<file path="config.mk">
export PLATFORM = sky130hd
export DESIGN_NAME = hexmul_top
export DESIGN_NICKNAME = d
export VERILOG_FILES = /design/src/rtl/hexmul_pkg.sv /design/src/rtl/hexmul_digit_pp.sv /design/src/rtl/hexmul_ctrl.sv /design/src/rtl/hexmul_datapath.sv /design/src/rtl/hexmul_top.sv
export SDC_FILE = /design/constraint.sdc
export NUM_CORES = 1
export LEC_CHECK = 0
export BUFFER_PORTS_ARGS = -buffer_cell sky130_fd_sc_hd__buf_2
export CAP_MARGIN = 20
export CORE_UTILIZATION = 55
export CTS_CLUSTER_DIAMETER = 100
export DETAILED_ROUTE_END_ITERATION = 6
export PLACE_DENSITY_LB_ADDON = 0.3
export SYNTH_ARGS = -nofsm -noshare
export SYNTH_HDL_FRONTEND = slang
export SYNTH_SLANG_ARGS = --single-unit
</file>
<file path="constraint.sdc">
create_clock -name clk -period 7.6 [get_ports clk]
set_clock_uncertainty 0.2 [all_clocks]
set_input_delay 1.52 -clock clk [delete_from_list [all_inputs] [get_ports clk]]
set_output_delay 1.52 -clock clk [all_outputs]
set_load 0.02 [all_outputs]
</file>
<file path="src/rtl/hexmul_pkg.sv">
package hexmul_pkg;
  localparam int DIGIT_BITS = 4;

  // strobes from the sequencer to the datapath
  typedef struct packed {
    logic load;  // capture operands, clear accumulator
    logic step;  // consume one hex digit
  } hexmul_ctl_t;
endpackage

</file>
<file path="src/rtl/hexmul_digit_pp.sv">
module hexmul_digit_pp
  import hexmul_pkg::*;
#(
  parameter int WIDTH = 16,
  localparam int PW = WIDTH + DIGIT_BITS
) (
  input  logic [WIDTH-1:0]      mcand,
  input  logic [DIGIT_BITS-1:0] digit,
  output logic [PW-1:0]         partial
);
  logic [PW-1:0] m1, m2, m4, m8, m16;

  assign m1  = PW'(mcand);
  assign m2  = m1 << 1;
  assign m4  = m1 << 2;
  assign m8  = m1 << 3;
  assign m16 = m1 << 4;

  // shift-and-add selection, at most two adders per case
  always_comb begin
    unique case (digit)
      4'd0:  partial = '0;
      4'd1:  partial = m1;
      4'd2:  partial = m2;
      4'd3:  partial = m2 + m1;
      4'd4:  partial = m4;
      4'd5:  partial = m4 + m1;
      4'd6:  partial = m4 + m2;
      4'd7:  partial = m8 - m1;
      4'd8:  partial = m8;
      4'd9:  partial = m8 + m1;
      4'd10: partial = m8 + m2;
      4'd11: partial = m8 + m2 + m1;
      4'd12: partial = m8 + m4;
      4'd13: partial = m8 + m4 + m1;
      4'd14: partial = m16 - m2;
      default: partial = m16 - m1;
    endcase
  end
endmodule

</file>
<file path="src/rtl/hexmul_ctrl.sv">
module hexmul_ctrl
  import hexmul_pkg::*;
#(
  parameter int WIDTH = 16,
  localparam int STEPS = WIDTH / DIGIT_BITS,
  localparam int CW = $clog2(STEPS + 1)
) (
  input  logic        clk,
  input  logic        rstN,
  input  logic        start,
  output logic        busy,
  output logic        done,
  output hexmul_ctl_t ctl
);
  logic [CW-1:0] stepCnt;

  assign ctl.load = start && !busy;
  assign ctl.step = busy;

  always_ff @(posedge clk or negedge rstN) begin
    if (!rstN) begin
      busy    <= 1'b0;
      done    <= 1'b0;
      stepCnt <= '0;
    end else begin
      done <= 1'b0;
      if (!busy) begin
        if (start) begin
          busy    <= 1'b1;
          stepCnt <= '0;
        end
      end else begin
        stepCnt <= stepCnt + 1'b1;
        if (stepCnt == CW'(STEPS - 1)) begin
          busy <= 1'b0;
          done <= 1'b1;
        end
      end
    end
  end

  // independent run-length counter used only by the checks below
  logic [CW:0] runLen;
  always_ff @(posedge clk or negedge rstN) begin
    if (!rstN) runLen <= '0;
    else if (busy) runLen <= runLen + 1'b1;
    else runLen <= '0;
  end

  a_r2_accept_needs_start: assert property (@(posedge clk) disable iff (!rstN)
    $rose(busy) |-> $past(start));
  a_r3_busy_length: assert property (@(posedge clk) disable iff (!rstN)
    $fell(busy) |-> runLen == (CW+1)'(STEPS));
  a_r4_done_follows_busy: assert property (@(posedge clk) disable iff (!rstN)
    $fell(busy) |-> done);
  a_r4_done_single: assert property (@(posedge clk) disable iff (!rstN)
    done |=> !done);
  a_r4_done_not_busy: assert property (@(posedge clk) disable iff (!rstN)
    done |-> !busy);
endmodule

</file>
<file path="src/rtl/hexmul_datapath.sv">
module hexmul_datapath
  import hexmul_pkg::*;
#(
  parameter int WIDTH = 16,
  localparam int PW = WIDTH + DIGIT_BITS,
  localparam int AW = 2 * WIDTH
) (
  input  logic             clk,
  input  logic             rstN,
  input  hexmul_ctl_t      ctl,
  input  logic             doneIn,
  input  logic [WIDTH-1:0] opA,
  input  logic [WIDTH-1:0] opB,
  output logic [AW-1:0]    acc
);
  logic [WIDTH-1:0] mcandReg;
  logic [WIDTH-1:0] mplierReg;
  logic [PW-1:0]    partial;
  logic [PW-1:0]    upperSum;

  hexmul_digit_pp #(.WIDTH(WIDTH)) u_pp (
    .mcand   (mcandReg),
    .digit   (mplierReg[DIGIT_BITS-1:0]),
    .partial (partial)
  );

  // upper half plus partial cannot exceed 16*(2^W-1), fits in PW bits
  assign upperSum = PW'(acc[AW-1:WIDTH]) + partial;

  always_ff @(posedge clk or negedge rstN) begin
    if (!rstN) begin
      mcandReg  <= '0;
      mplierReg <= '0;
      acc       <= '0;
    end else if (ctl.load) begin
      mcandReg  <= opA;
      mplierReg <= opB;
      acc       <= '0;
    end else if (ctl.step) begin
      mplierReg <= mplierReg >> DIGIT_BITS;
      acc       <= {upperSum, acc[WIDTH-1:DIGIT_BITS]};
    end
  end

  a_r6_partial_exact: assert property (@(posedge clk) disable iff (!rstN)
    ctl.step |-> partial == PW'(mcandReg) * PW'(mplierReg[DIGIT_BITS-1:0]));
  a_r10_digits_consumed: assert property (@(posedge clk) disable iff (!rstN)
    doneIn |-> mplierReg == '0);
endmodule

</file>
<file path="src/rtl/hexmul_top.sv">
module hexmul_top
  import hexmul_pkg::*;
#(
  parameter int WIDTH = 16
) (
  input  logic               clk,
  input  logic               rstN,
  input  logic               start,
  input  logic [WIDTH-1:0]   multiplicand,
  input  logic [WIDTH-1:0]   multiplier,
  output logic               busy,
  output logic               done,
  output logic [2*WIDTH-1:0] product
);
  hexmul_ctl_t ctl;

  hexmul_ctrl #(.WIDTH(WIDTH)) u_ctrl (
    .clk   (clk),
    .rstN  (rstN),
    .start (start),
    .busy  (busy),
    .done  (done),
    .ctl   (ctl)
  );

  hexmul_datapath #(.WIDTH(WIDTH)) u_dp (
    .clk    (clk),
    .rstN   (rstN),
    .ctl    (ctl),
    .doneIn (done),
    .opA    (multiplicand),
    .opB    (multiplier),
    .acc    (product)
  );

  a_r8_product_held: assert property (@(posedge clk) disable iff (!rstN)
    (!busy && !start) |=> $stable(product));
  a_r7_no_load_while_busy: assert property (@(posedge clk) disable iff (!rstN)
    (busy && start) |=> busy || done);
endmodule

</file>
==> impl_metrics.json <==
{
  "synthSimpleGateAreaFrac": 0.204,
  "core_area_sq_um": 18100,
  "vias": 11100,
  "final_common_cell": "nand2_1",
  "antennaDiodeCount": 0,
  "wl_per_cell_um": 22.4,
  "die-area_sq_um": 19300,
  "synth_cells": 1338,
  "synth.avg_cell_area_sq_um": 7.71,
  "worstPathRequired_ps": 7650,
  "grt_overflow": 0,
  "critPathMaxFanout": 12,
  "final_cell_mix": "nand2_1 (135), ha_1 (125), o21ai_0 (114), a21oi_1 (96), nor2_1 (86)",
  "antenna_left": 0,
  "ys_types": 89,
  "grt_pass1_wl_um": 57500,
  "worstMarginPinSlew_ps": 986,
  "antenna_found_initial": 0,
  "grt_pass1_vias": 10300,
  "r2r_slack_ps": 510,
  "avgViaCountPerCell": 6.87,
  "fin_util": 0.621,
  "cts_max_level": 3,
  "path_class": "reg -> reg",
  "crit_path_end_kind": "register",
  "synth-edff-count": 0,
  "port_buffers": 68,
  "yosys.area_share.adder": 0.161,
  "muxShareOfSynthArea": 0.0267,
  "cts_tree": "done",
  "hold_class": "reg -> reg",
  "cts_buffers": 9,
  "yosys.area.top_type_share": 0.167,
  "crit_start": "u_dp.mcandReg[1]",
  "cp_slowest_cell": "a2111oi_0",
  "die_x_um": 139,
  "crit_end": "u_dp.acc[31]",
  "synth_compound_area_frac": 0.318,
  "synth_top_family_by_area": "compound AO/OA/AOI/OAI gates",
  "slew_violations": 0,
  "finalHoldViolations": 0,
  "status": "complete, no violations",
  "ys_ff_latch": 69,
  "root_buffer": "clkbuf_16",
  "rsz0062_at_grt": "no",
  "drtIter0Drc": 1436,
  "cts_resized": 0,
  "finalCritPeriodShare": 0.933,
  "r2r_cells": 25,
  "gp_congestion": 1.03,
  "clk_latency_ps": 360,
  "pin_count": 69,
  "cts_sinks": 69,
  "synth_area_leaders": "dfrtp_1 (17%), ha_1 (15%), o21ai_0 (5.5%), xnor2_1 (5.1%), nand2_1 (4.9%)",
  "yosysSeqAreaShare": 0.167,
  "timing.rr.end": "u_dp.acc[31]",
  "clock_path_buffers": 2,
  "drive_above_1_share": 0.106,
  "critical-path-max-stage-delay_ps": 650,
  "row_count": 49,
  "yosysWarnings": 0,
  "cp.arrival_ps": 7140,
  "slew-limit-headroom": 0.340,
  "r2r-start": "u_dp.mcandReg[1]",
  "clkSlewWorstSetupHoldPaths_ps": 70,
  "synthXorXnorAreaFrac": 0.0790,
  "cap_violations": 0,
  "start_util": 0.568,
  "post_cts_buffers": 0,
  "dr.pass1.iters": 5,
  "syn-num-nets": 1503,
  "start_kind": "register",
  "drc": 0,
  "area_growth_pct": 9.28,
  "max_freq_mhz": 141,
  "fin_crit_ps": 7090,
  "async_flop_share": 1.00,
  "grt_max_degree": 70,
  "cts_hold_buffers": 0,
  "fin_setup_tns_ps": 0,
  "grtUsageTotal": 0.380,
  "netlist_area_sq_um": 10300,
  "setup_viol": 0,
  "routed_wirelength_um": 36400,
  "yosysTopAreaCell": "dfrtp_1",
  "die_h_um": 139,
  "hpwl_um": 27900,
  "finalNetCount": 1552,
  "synth_flop_cell": "dfrtp_1"
}
==> stage by stage <==
stage | cells | hold WS (ps) | cell area [sq um] | setup slack (ps)
after CTS | 1620 | 284 | 11300 | 709
after detailed placement | 1605 | 272 | 11000 | 764
after global placement | 1605 | 263 | 11000 | 814
after global routing | 1620 | 304 | 11300 | 83.5
after floorplan | 1338 | 249 | 10300 | 1910
final | 1620 | 281 | 11300 | 508
==> sequential cells by signal, summed over array words and instances, names as in the netlist <==
signal,cells
u_dp.mplierReg,16
u_ctrl.stepCnt,3
u_ctrl.busy,1
u_dp.mcandReg,16
u_dp.acc,32
u_ctrl.done,1
==> per-layer routing <==
metal  wire length [um]  vias up  global-route usage
li1                   -     5128                   -
met1              15500     5248               0.521
met3               4060      103              0.0912
met2              14900      650               0.555
met4               1910        0               0.189
met5                  0        -                   0
==> worst max-delay path: cells and delay by family, from the launching register on <==
| kind | cells | cell delay, ps |
|---|---|---|
| compound gates | 15 | 3560 |
| xor+xnor | 2 | 670 |
| fa+ha+maj | 4 | 1540 |
| buf+inv | 1 | 80 |
| flops | 1 | 630 |
| simple gates | 3 | 290 |
==> logic make-up after synthesis <==
family,after synthesis
AOI/OAI and AO/OA,477
and+or+nand+nor,425
adders and majority gates,130
buffers and inverters,117
xor gates and xnor gates,93
DFF,69
muxes,27
==> cell usage after synthesis, types with 6 or more instances <==
master     number
and3_1         15
nand4_1        16
o21ai_0       114
o21bai_1       12
clkbuf_1       55
a21oi_1        96
nor2b_1        21
or2_2           6
buf_2           6
a222oi_1        8
a221o_1         8
a211oi_1       14
dfrtp_1        69
xor2_1         33
a22oi_1        29
o2111ai_1       7
or3_1          16
a221oi_1       29
nor2_1         87
inv_1          50
nand2_1       135
mux2i_1        23
o211ai_1        8
and2_1          7
nor4_1          7
o21ai_1         6
nor3_1         24
nand3_1        34
nand2b_1       28
xnor2_1        60
a22o_1         20
a21o_1         34
o21a_1         14
a31oi_1        15
ha_1          125
==> worst min-delay path by stage <==
stage / slack (ps) / cells past startpoint / end / startpoint
finish: 280 / 1 / u_ctrl.stepCnt[0] / u_ctrl.stepCnt[0]
global route: 300 / 2 / u_dp.mplierReg[0] / u_dp.mplierReg[4]
CTS: 280 / 1 / u_ctrl.stepCnt[0] / u_ctrl.stepCnt[0]
detailed placement: 270 / 2 / u_ctrl.stepCnt[2] / u_ctrl.stepCnt[2]
global placement: 260 / 2 / u_ctrl.stepCnt[2] / u_ctrl.stepCnt[2]
floorplan: 250 / 2 / u_dp.mplierReg[0] / u_dp.mplierReg[4]
==> final cells by class <==
type	count	area [sq um]
inverter	53	199
clock buffer	9	225
clock inverter	6	63.8
timing repair buffer	102	596
sequential	69	1730
multi-input combinational	1152	8170
fill	1639	6880
tap	229	287
Power is not shown: default switching activity piles up to over one toggle a cycle in this logic, so the estimate is an artifact.
